==> src/rtl/pwm_dbuf_pkg.sv <==
package pwm_dbuf_pkg;

  // Fine bits below the timer in the compare time base.
  localparam int FRAC_W       = 2;
  // Largest prescale exponent (1:16 = 2**4).
  localparam int PS_MAX_SHIFT = 4;
  // Sub-cycle counter width: fine bits plus the largest prescale exponent.
  localparam int SUB_W        = FRAC_W + PS_MAX_SHIFT;

  typedef logic [SUB_W-1:0] sub_t;

  typedef enum logic [1:0] {
    PS_DIV1   = 2'b00,
    PS_DIV4   = 2'b01,
    PS_DIV16  = 2'b10,
    PS_DIV16B = 2'b11
  } presc_e;

  // Prescale exponent: how many sub-counter bits sit below the fine bits.
  function automatic logic [2:0] presc_shift(input logic [1:0] sel);
    case (presc_e'(sel))
      PS_DIV1: presc_shift = 3'd0;
      PS_DIV4: presc_shift = 3'd2;
      default: presc_shift = 3'd4;
    endcase
  endfunction

  // Last sub-counter value before the timer steps: 4*k - 1.
  function automatic sub_t sub_last(input logic [1:0] sel);
    sub_t ones;
    ones = '1;
    sub_last = ones >> (3'(PS_MAX_SHIFT) - presc_shift(sel));
  endfunction

  // Fine time-base bits taken from the sub-counter for the chosen prescale.
  function automatic logic [FRAC_W-1:0] fine_bits(input sub_t sub, input logic [1:0] sel);
    sub_t shifted;
    shifted = sub >> presc_shift(sel);
    fine_bits = shifted[FRAC_W-1:0];
  endfunction

endpackage

==> src/rtl/pwm_prescale.sv <==
module pwm_prescale
  import pwm_dbuf_pkg::*;
(
  input  logic              clk,
  input  logic              rst_n,
  input  logic              en,
  input  logic [1:0]        sel,
  output logic              step,
  output logic [FRAC_W-1:0] frac
);

  sub_t sub_q;
  sub_t last_w;

  assign last_w = sub_last(sel);
  // Greater-or-equal so that a change to a finer prescale cannot strand the counter.
  assign step   = en && (sub_q >= last_w);
  assign frac   = fine_bits(sub_q, sel);

  always_ff @(posedge clk or negedge rst_n) begin
    if (!rst_n)      sub_q <= '0;
    else if (!en)    sub_q <= '0;
    else if (step)   sub_q <= '0;
    else             sub_q <= sub_q + 1'b1;
  end

  // the sub-cycle counter restarts after each timer step
  assert_step_restarts_R1: assert property (@(posedge clk) disable iff (!rst_n)
    step |=> (sub_q == '0));

endmodule

==> src/rtl/pwm_timer.sv <==
module pwm_timer #(
  parameter int TMR_W = 8
) (
  input  logic             clk,
  input  logic             rst_n,
  input  logic             en,
  input  logic             step,
  input  logic [TMR_W-1:0] period,
  output logic [TMR_W-1:0] tmr,
  output logic             rollover,
  output logic             tick
);

  logic [TMR_W-1:0] tmr_q;
  logic             tick_q;

  assign rollover = step && (tmr_q == period);
  assign tmr      = tmr_q;
  assign tick     = tick_q;

  always_ff @(posedge clk or negedge rst_n) begin
    if (!rst_n) begin
      tmr_q  <= '0;
      tick_q <= 1'b0;
    end else begin
      tick_q <= rollover;
      if (!en)           tmr_q <= '0;
      else if (rollover) tmr_q <= '0;
      else if (step)     tmr_q <= tmr_q + 1'b1;
    end
  end

  // rollover clears the timer and raises the tick in the next cycle
  assert_roll_clears_R2: assert property (@(posedge clk) disable iff (!rst_n)
    rollover |=> (tmr_q == '0 && tick_q));

  // the tick lasts a single cycle
  assert_tick_single_R9: assert property (@(posedge clk) disable iff (!rst_n)
    tick_q |=> !tick_q);

  // between rollovers the timer advances by exactly one per step
  assert_timer_step_R1: assert property (@(posedge clk) disable iff (!rst_n)
    (step && !rollover) |=> (tmr_q == TMR_W'($past(tmr_q) + 1'b1)));

endmodule

==> src/rtl/pwm_duty_buf.sv <==
module pwm_duty_buf #(
  parameter int HI_W = 8,
  parameter int LO_W = 2,
  localparam int DW  = HI_W + LO_W
) (
  input  logic            clk,
  input  logic            rst_n,
  input  logic            load,
  input  logic [HI_W-1:0] duty_hi,
  input  logic [LO_W-1:0] duty_lo,
  output logic [DW-1:0]   active,
  output logic            incoming_nz
);

  logic [DW-1:0] pending_w;
  logic [DW-1:0] active_q;

  assign pending_w   = {duty_hi, duty_lo};
  assign incoming_nz = (pending_w != '0);
  assign active      = active_q;

  always_ff @(posedge clk or negedge rst_n) begin
    if (!rst_n)    active_q <= '0;
    else if (load) active_q <= pending_w;
  end

  // the active latch holds between rollovers
  assert_latch_holds_R4: assert property (@(posedge clk) disable iff (!rst_n)
    !load |=> $stable(active_q));

  // at a rollover the latch takes the written value
  assert_latch_loads_R4: assert property (@(posedge clk) disable iff (!rst_n)
    load |=> (active_q == $past({duty_hi, duty_lo})));

endmodule

==> src/rtl/pwm_out_stage.sv <==
module pwm_out_stage #(
  parameter int TB_W = 10
) (
  input  logic            clk,
  input  logic            rst_n,
  input  logic            en,
  input  logic            rollover,
  input  logic            incoming_nz,
  input  logic [TB_W-1:0] active,
  input  logic [TB_W-1:0] tbase,
  output logic            pwm
);

  logic high_q;
  logic match_w;

  assign match_w = (tbase == active);
  // The output falls in the same clock the time base reaches the duty value.
  assign pwm     = high_q && !match_w;

  always_ff @(posedge clk or negedge rst_n) begin
    if (!rst_n)        high_q <= 1'b0;
    else if (!en)      high_q <= 1'b0;
    else if (rollover) high_q <= incoming_nz;
    else if (match_w)  high_q <= 1'b0;
  end

  // a zero active duty never lets the output rise
  assert_zero_duty_low_R5: assert property (@(posedge clk) disable iff (!rst_n)
    (active == '0) |-> !pwm);

  // a nonzero latched duty starts the period with the output high
  assert_period_starts_high_R3: assert property (@(posedge clk) disable iff (!rst_n)
    (rollover && incoming_nz) |=> pwm);

endmodule

==> src/rtl/pwm_dbuf.sv <==
module pwm_dbuf
  import pwm_dbuf_pkg::*;
#(
  parameter int TMR_W = 8,
  localparam int DW   = TMR_W + FRAC_W
) (
  input  logic             clk,
  input  logic             rst_n,
  input  logic             en,
  input  logic [1:0]       presc_sel,
  input  logic [TMR_W-1:0] period_val,
  input  logic [TMR_W-1:0] duty_hi,
  input  logic [1:0]       duty_lo,
  output logic             pwm_out,
  output logic [TMR_W-1:0] duty_active_hi,
  output logic             period_tick
);

  logic              step_w;
  logic [FRAC_W-1:0] frac_w;
  logic [TMR_W-1:0]  tmr_w;
  logic              rollover_w;
  logic [DW-1:0]     active_w;
  logic              incoming_nz_w;
  logic [DW-1:0]     tbase_w;

  pwm_prescale u_presc (
    .clk   (clk),
    .rst_n (rst_n),
    .en    (en),
    .sel   (presc_sel),
    .step  (step_w),
    .frac  (frac_w)
  );

  pwm_timer #(.TMR_W(TMR_W)) u_timer (
    .clk      (clk),
    .rst_n    (rst_n),
    .en       (en),
    .step     (step_w),
    .period   (period_val),
    .tmr      (tmr_w),
    .rollover (rollover_w),
    .tick     (period_tick)
  );

  pwm_duty_buf #(.HI_W(TMR_W), .LO_W(FRAC_W)) u_duty (
    .clk         (clk),
    .rst_n       (rst_n),
    .load        (rollover_w),
    .duty_hi     (duty_hi),
    .duty_lo     (duty_lo),
    .active      (active_w),
    .incoming_nz (incoming_nz_w)
  );

  assign tbase_w        = {tmr_w, frac_w};
  assign duty_active_hi = active_w[DW-1:FRAC_W];

  pwm_out_stage #(.TB_W(DW)) u_out (
    .clk         (clk),
    .rst_n       (rst_n),
    .en          (en),
    .rollover    (rollover_w),
    .incoming_nz (incoming_nz_w),
    .active      (active_w),
    .tbase       (tbase_w),
    .pwm         (pwm_out)
  );

  // a disabled block holds the timer at zero with the output low
  assert_disabled_idle_R8: assert property (@(posedge clk) disable iff (!rst_n)
    !en |=> (!pwm_out && tmr_w == '0));

  // reset state of the outputs
  always_comb begin
    if (!rst_n) begin
      assert_reset_quiet_R7: assert (!pwm_out && !period_tick && duty_active_hi == '0);
    end
  end

endmodule

==> config.mk <==
export PLATFORM = sky130hd
export DESIGN_NAME = pwm_dbuf
export DESIGN_NICKNAME = d
export VERILOG_FILES = /design/src/rtl/pwm_dbuf_pkg.sv /design/src/rtl/pwm_prescale.sv /design/src/rtl/pwm_timer.sv /design/src/rtl/pwm_duty_buf.sv /design/src/rtl/pwm_out_stage.sv /design/src/rtl/pwm_dbuf.sv
export SDC_FILE = /design/constraint.sdc
export NUM_CORES = 1
export LEC_CHECK = 0
export BUFFER_PORTS_ARGS = -buffer_cell sky130_fd_sc_hd__buf_2
export CAP_MARGIN = 40
export CORE_MARGIN = 8
export CORE_UTILIZATION = 45
export CTS_CLUSTER_DIAMETER = 100
export DETAILED_ROUTE_END_ITERATION = 10
export PLACE_DENSITY = 0.65
export SYNTH_ARGS = -nofsm -noshare
export SYNTH_HDL_FRONTEND = slang
export SYNTH_SLANG_ARGS = --single-unit
export TNS_END_PERCENT = 100
==> constraint.sdc <==
create_clock -name clk -period 4.3 [get_ports clk]
set_input_delay 0.43 -clock clk [delete_from_list [all_inputs] [get_ports clk]]
set_output_delay 0.43 -clock clk [all_outputs]
set_load 0.03 [all_outputs]
After elaboration in Yosys (flattened, before gate mapping)
Cells that the tools add are included.
- reduce and logical (&&, ||, !) cells: 6
- shift operators: 2
- $lt $le $gt $ge: 1
- add/sub/neg operators: 3
- multiplexer cells: 9
- eq/ne operators: 5
- operators with widths (cell ; number):
    $mux W8 ; 3
    $mux W6 ; 2
    $eq A10 B10 Y1 ; 1
    $reduce_bool A10 Y1 ; 1
    $add A8 B1 Y8 const B ; 1
    $eq A8 B8 Y1 ; 1
    $add A6 B1 Y6 const B ; 1
    $ge A6 B6 Y1 ; 1
    $ne A3 B1 Y1 const B ; 2
    $pmux W3 S2 ; 1
    $shr A6 B3 Y2 ; 1
    $shr A6 B3 Y6 const A ; 1
    $logic_and A1 B1 Y1 ; 3
    $mux W1 ; 3
    $sub A3 B3 Y3 const A ; 1
    $eq A2 B1 Y1 const B ; 1
    $logic_not A2 Y1 ; 1
    $logic_not A1 Y1 ; 1
- register bits after elaboration: 26
- word-level logic and storage cells: 31
- input bits: 23

Longest topological paths before layout
Gate-level depths: netlist of the first run.
- depth in word-level cells: 9
- mapped depth: 8

By module
A second synthesis of the first run with hierarchy kept.
- cells, all modules: 138
- area, all modules: 1554.0 µm²
- modules (own cells, without submodules) (module ; area each (µm²) ; times used ; cells an instance):
    pwm_timer ; 543.0 ; 1 ; 52
    pwm_duty_buf ; 432.9 ; 1 ; 25
    pwm_prescale ; 407.9 ; 1 ; 43
    pwm_out_stage ; 170.2 ; 1 ; 18

Least setup slack after synthesis of the first run
Ideal clock, no wire load.
- path kind: in2reg
- from: input port presc_sel[1]
- to: register u_duty.active_q[4], in the netlist u_duty.active[4]
- slack: 2.177 ns
- required time: 4.175 ns
- buffers on the path: 1
- cell stages on the path: 7
- arrival time: 1.998 ns
- path through: inv_1 > ha_1 > o211ai_1 > o21a_2 > nor4_4 > buf_6 > mux2_4
- word-level cells in the longest chain between the ends: 7
- elaborated cells between the ends (all ways): 8
- classes of those cells: add/sub (1); order compare (1); eq/ne (1); shift (1); mux (1); reduce/logical (3)
- ends and longest elaborated chain (element ; line ; text):
    from (decl) ; pwm_dbuf.sv:10 ; input logic [1:0] presc_sel,
    $eq A2 B1 Y1 or $logic_not A2 Y1 (tied branches) ; pwm_dbuf_pkg.sv:21 ; case (presc_e'(sel))
    $pmux W3 S2 (*) ; pwm_dbuf_pkg.sv:21 ;
    $sub A3 B3 Y3 (*) ; pwm_dbuf_pkg.sv:32 ; sub_last = ones >> (3'(PS_MAX_SHIFT) - presc_shift(sel));
    $shr A6 B3 Y6 (*) ; pwm_dbuf_pkg.sv:32 ;
    $ge A6 B6 Y1 (*) ; pwm_prescale.sv:17 ; assign step = en && (sub_q >= last_w);
    $logic_and A1 B1 Y1 (*) ; pwm_prescale.sv:17 ;
    $logic_and A1 B1 Y1 (*) ; pwm_timer.sv:17 ; assign rollover = step && (tmr_q == period);
    net rollover_w ; pwm_dbuf.sv:22 ; logic rollover_w;
    to (signal assigned) ; pwm_duty_buf.sv:24 ; else if (load) active_q <= pending_w;
    to (decl) ; pwm_duty_buf.sv:16 ; logic [DW-1:0] active_q;
The timed path passes the listed nets; every way through them passes the cells marked *.
A chain may end at the register's enable or synchronous reset.

Worst setup path in the final report of the first run
- from: register u_presc.sub_q[3]
- to: register u_duty.active_q[3], in the netlist u_duty.active[3]
- word-level cells in the longest chain between the ends: 3
- ends and longest elaborated chain (element ; line ; text):
    from (decl) ; pwm_prescale.sv:12 ; sub_t sub_q;
    from (signal assigned) ; pwm_prescale.sv:24 ; else sub_q <= sub_q + 1'b1;
    $ge A6 B6 Y1 ; pwm_prescale.sv:17 ;
    $logic_and A1 B1 Y1 ; pwm_prescale.sv:17 ;
    $logic_and A1 B1 Y1 ; pwm_timer.sv:17 ;
No other way between the ends.

==> results of run 1 <==
[logic make-up (layout without fill, tap and decap cells)]
| kind of cell | after synthesis | in the layout | share of synthesized area, % |
|---|---|---|---|
| AND/OR/NAND/NOR | 45 | 45 | 15.36 |
| AO/OA/AOI/OAI | 11 | 11 | 5.012 |
| adder cells (fa/ha/maj) | 7 | 7 | 5.569 |
| flip-flops | 26 | 26 | 41.37 |
| multiplexers | 12 | 12 | 9.865 |
| XOR/XNOR | 28 | 28 | 16.07 |
| buffers and inverters | 14 | 38 | 6.761 |
[worst max path at each step]
stage | depth (start not counted) | end | start
floorplan | 7 | u_duty.active[4] | presc_sel[1]
global placement | 7 | u_duty.active[0] | presc_sel[1]
detailed placement | 8 | u_duty.active[3] | presc_sel[1]
CTS | 6 | u_duty.active[3] | u_presc.sub_q[3]
global route | 6 | u_duty.active[3] | u_presc.sub_q[3]
finish | 6 | u_duty.active[3] | u_presc.sub_q[3]
[through the flow]
stage	area, um2	power (mW)	util [%]	hold WS, ns
3_3_place_gp	1688	0.2929	50.58	0.4620
6_report	1752	0.4620	52.49	0.07014
3_5_place_dp	1699	0.2944	50.92	0.4718
5_1_grt	1752	0.4809	52.49	0.1037
4_1_cts	1752	0.4645	52.49	0.09308
2_1_floorplan	1573	0.2714	-	0.1344
[sequential cells by signal, indices dropped and copies added (netlist names)]
signal and count:
u_presc.sub_q 6, u_out.high_q 1, u_timer.tick 1, u_duty.active 10, u_timer.tmr 8
[worst max-delay path, delay by kind of cell, from the launching register on]
family	cells	cell delay (ns)
multiplexers	1	0.35
AO/OA/AOI/OAI	2	0.41
buffers and inverters	1	0.24
AND/OR/NAND/NOR	1	0.54
adder cells (fa/ha/maj)	1	0.31
flip-flops	1	0.47
[layer usage]
metal | share of wire, % | up-vias
met3 | 6.6 | 8
met2 | 49 | 27
met5 | 0 | -
li1 | - | 534
met4 | 2.3 | 0
met1 | 42 | 525
[power by group through the flow]
stage               combinational (mW)  clock [mW]  sequential [mW]
finish                          0.0384       0.173            0.251
global route                    0.0433       0.186            0.252
CTS                             0.0393       0.174            0.251
detailed placement              0.0391           0            0.255
global placement                0.0376           0            0.255
floorplan                       0.0170           0            0.254
[final cells by class]
class | count | share of cell area, %
Clock buffer | 3 | 1.286
Clock inverter | 1 | 1.714
Inverter | 1 | 0.2143
Multi-Input combinational cell | 103 | 46.57
Sequential cell | 26 | 37.14
Tap cell | 46 | 3.286
Timing Repair Buffer | 33 | 9.786
[layout by cell type (no fill, tap or decap), types with 2 or more instances in the layout]
master	netlist	routed
nand4_1	6	6
mux2_2	4	4
mux2_4	6	6
xnor2_1	17	17
or4_1	2	2
nand3_1	4	4
nand2_1	9	9
mux2i_1	2	2
and3_1	3	3
o211ai_1	2	2
clkbuf_4	0	3
nor2_1	13	13
nand2b_1	2	2
dfrtp_1	26	26
buf_2	1	32
ha_1	7	7
xor2_1	10	10
o21ai_0	2	2
==> results.yml, run 1 <==
pwr:
  power.share.clock_pct: 37.4
  combPwrFrac_pct: 8.3
  power_frac_seq_pct: 54.3
  max-vdd-ir-drop_mv: 0.09284
  p_sw_mw: 0.1037
  swShare_pct: 22.45
  p_leak_nw: 0.8539
  p_int_mw: 0.3582
  powerDensity_nw_per_um2: 263.7
sta:
  tightestPinTransition_ns: 0.8674
  setup_viol: 0
  slew_violations: 0
  relSlewSlack_pct: 41.92
  fin_crit_sh_pct: 55.84
  setup_ws_ns: 1.899
  period_needed_ns: 2.401
  rsz0062_at_grt: "no"
  fin_setup_tns_ns: 0
  clock_skew_ns: 0.01396
  clock.fmax_mhz: 416.5
  hold_violations: 0
floorplan:
  die-area_um2: 5643
  core_um2: 3337
  rows: 21
  num_io_pins: 33
  start_util_pct: 47.13
  fp.dieH_um: 75.12
  die_x_um: 75.12
critical_path:
  crit_path_start_kind: "register"
  path_class: "register to register"
  max_stage_delay_ns: 0.54
  crit_slowest_cell: "nor4_4"
  ff2ff_setup_slack_ns: 1.90
  regToRegStartpoint: "u_presc.sub_q[3]"
  reg2reg_depth: 6
  cp_max_fo: 11
  cp_cell_sequence: "ha_1, o211ai_1, o21a_2, nor4_4, buf_6, mux2_2"
  end_kind: "register"
  r2r-end: "u_duty.active[3]"
  cp_data_required_time_ns: 4.54
  crit_arrival_ns: 2.64
grt:
  top_usage_layer: "met2"
  grt_pass1_vias: 1187
  use_met2_pct: 22.36
  use_met3_pct: 3.196
  met1_usage_pct: 15.47
  antenna_found_initial: 0
  grt_pass1_wl_um: 5678
  grt_overflow_total: 0
  grt_start_max_net_pins: 27
  globalRouteTotalUtil_pct: 13.34
flow_run:
  max_cap_viol_count: 0
clocking:
  clkLatencyLatePin_ns: 0.33
  cts_buffer_depth: 2
  path_clk_slew_ns: 0.16
  cts_buffers: 3
  post_cts_buffers: 0
  cts_sinks: 26
  cts_root_buf: "clkbuf_4"
  ctsHoldBuffers: 0
  htreeDepth: 1
  cts_tree: "done"
  cts.repair.resized: 0
routing:
  ant_nets: 0
  vias: 1094
  via_per_inst: 5.136
  wl_per_cell_um: 15.91
  wl_um: 3388
  first_pass_iters: 4
  drtIter0Drc: 18
  drc_errors: 0
yosys:
  ys_top_cells_by_area: "dfrtp_1 (41%), xnor2_1 (9.5%), mux2_4 (5.7%)"
  synth_commonest_cells: "dfrtp_1 (26), xnor2_1 (17), nor2_1 (13)"
  synth.most_common_cell: "dfrtp_1"
  synth-async-reset-ratio_pct: 100.0
  synth_edf_count: 0
  synth_top_cell_by_area: "dfrtp_1"
  syn-cell-area_um2: 1573
  yosysSeqAreaShare_pct: 41.37
  yosys_warnings: 0
  synth-seq-cells: 26
  syn_inst: 143
  synth_top_area_share_pct: 41.37
  avgSynthCellArea_um2: 11.00
  synth-main-ff-cell: "dfrtp_1"
  synth.distinct_cells: 35
  syn_nets: 173
final_layout:
  multi_input_area_um2: 815.8
  nFillCells: 312
  layout.cells.non_filler: 213
  fin_nets: 198
  areaGrowthSynthToFinish_pct: 11.38
  drive_above_1_share_pct: 30.54
  register_area_um2: 650.6
  antennaDiodeCount: 0
placed_design:
  numPortBuffers: 32
  gp_congestion: 0.8369
  pre_cts_ws_ns: 1.713
  dp.cells: 209
  dpl.hpwl_um: 2671
outcome:
  status: "finished clean"
min_path:
  hp-class: "input pin to async pin"
Power figures use the tool's default switching activity.
==> run 2, diff against run 1 <==
Settings changed: PLACE_DENSITY 0.65 to 0.67.
Clock period 4.3 ns to 2.05 ns, I/O delays scaled along.
==> results.yml, run 2 (synthesis gave the netlist of run 1 again) <==
clocking:
  clkLatencyLatePin_ns: 0.33
  cts_root_buf: "clkbuf_4"
  cts_buffers: 3
  cts_sinks: 26
  cts_buffer_depth: 2
  htreeDepth: 1
  cts_tree: "done"
  path_clk_slew_ns: 0.15
sta:
  clock_skew_ns: 0.01033
  fin_setup_tns_ns: 0
  clock.fmax_mhz: 502.2
  setup_ws_ns: 0.05882
  tightestPinTransition_ns: 0.5883
  slew_violations: 0
  whs_ns: 0.1002
  period_needed_ns: 1.991
  fin_crit_sh_pct: 97.13
  rsz0062_at_grt: "yes"
  relSlewSlack_pct: 60.78
  setup_viol: 0
  hold_violations: 0
final_layout:
  final_common_cell: "buf_2"
  areaGrowthSynthToFinish_pct: 20.37
  fin_nets: 212
  drive_above_1_share_pct: 38.12
  largest_reg_flops: 10
  nFillCells: 328
  layout.cells.non_filler: 227
  layout_common_cells: "buf_2 (31), dfrtp_1 (25), xnor2_1 (17), nor2_1 (13), buf_4 (13)"
  postLayoutCellArea_um2: 1893
  fin_util_pct: 56.73
  antennaDiodeCount: 0
critical_path:
  cp_cell_sequence: "buf_4, mux2i_1, o21ai_0, xor2_1, nor4_2, nor2b_1, buf_4"
  path_class: "register to primary output"
  cpMostUsedCell: "buf_4"
  max_stage_delay_ns: 0.42
  ff2ff_setup_slack_ns: 0.08
  crit_path_start_kind: "register"
  crit_family: "flip-flops"
  crit_arrival_ns: 1.79
  path_buf_inv: 2
  cp_max_fo: 4
  regToRegStartpoint: "u_presc.sub_q[2]"
  cp_data_required_time_ns: 1.85
  cp-startpoint: "u_presc.sub_q[3]"
  end_kind: "primary output"
  crit_slowest_cell: "dfrtp_1"
placed_design:
  gp_congestion: 0.8154
  pre_cts_ws_ns: 0.04238
  numPortBuffers: 32
  postPlaceCellArea_um2: 1725
  dp.cells: 213
  dpl.hpwl_um: 2639
grt:
  grt_pass1_vias: 1172
  grt_pass1_wl_um: 5513
  grt_overflow_total: 0
  globalRouteTotalUtil_pct: 12.82
  antenna_found_initial: 0
  grt_start_max_net_pins: 27
pwr:
  combPwrFrac_pct: 10.5
  powerDensity_nw_per_um2: 521.8
  p_int_mw: 0.7675
  max-vdd-ir-drop_mv: 0.2560
  p_leak_nw: 0.9223
  total_power_mw: 0.9877
  power_frac_seq_pct: 53.2
  p_sw_mw: 0.2202
  power.share.clock_pct: 36.3
  swShare_pct: 22.30
routing:
  ant_nets: 0
  vias: 1140
  drc_errors: 0
  via_per_inst: 5.022
  drtIter0Drc: 57
  wl_per_cell_um: 15.04
  wl_um: 3414
  first_pass_iters: 4
floorplan:
  num_io_pins: 33
  rows: 21
  core_um2: 3337
  die-area_um2: 5643
  die_x_um: 75.12
  start_util_pct: 47.13
  fp.dieH_um: 75.12
outcome:
  status: "finished clean"
min_path:
  hp-class: "input pin to register"
  holdCritStartpoint: "duty_hi[1]"
flow_run:
  max_cap_viol_count: 0
-- run 2: power groups by stage --
stage	clock, mW	combinational, mW	sequential (mW)
floorplan	0	0.0358	0.534
finish	0.359	0.103	0.525
global placement	0	0.0842	0.534
global route	0.386	0.117	0.527
detailed placement	0	0.0870	0.535
CTS	0.367	0.0958	0.525
-- run 2: worst reg2reg max path, cell delays in order (launching register included) --
cell,delay (ns)
dfrtp_1,0.42
buf_4,0.15
ha_4,0.25
a211oi_2,0.06
o21a_2,0.24
nor4_4,0.24
buf_6,0.18
mux2_2,0.34
-- run 2: worst paths after layout --
kind	depth (start not counted)	to
max	7	pwm_out
max reg2reg	7	u_duty.active[2]
min	2	u_duty.active[3]
min reg2reg	2	u_out.high_q
max in group asynchronous	2	u_timer.tmr[3]
min in group asynchronous	2	u_timer.tmr[0]
-- run 2: cell type report --
type / count / area [um2] / area share (%)
timing repair buffer: 47 / 285.3 / 15.07
tap: 46 / 57.56 / 3.040
inverter: 1 / 3.754 / 0.1983
sequential: 26 / 651.9 / 34.43
multi-input combinational: 103 / 842.1 / 44.48
clock buffer: 3 / 22.52 / 1.190
clock inverter: 1 / 30.03 / 1.586
-- run 2: timing repair --
item	4_1_cts	5_1_grt
hold buffers	1	0
buffers inserted	2	6
pin swaps	2	5
endpoints found under the setup margin	1	20
hold endpoints to repair	26	0
gates cloned	0	1
gates resized for setup	4	6
-- run 2: metal layers --
layer | GRT usage, % | wire, um | up-vias
li1 | - | - | 562
met1 | 16.57 | 1529 | 545
met2 | 20.25 | 1607 | 29
met3 | 2.530 | 226 | 4
met4 | 5.217 | 51 | 0
met5 | 0 | 0 | -
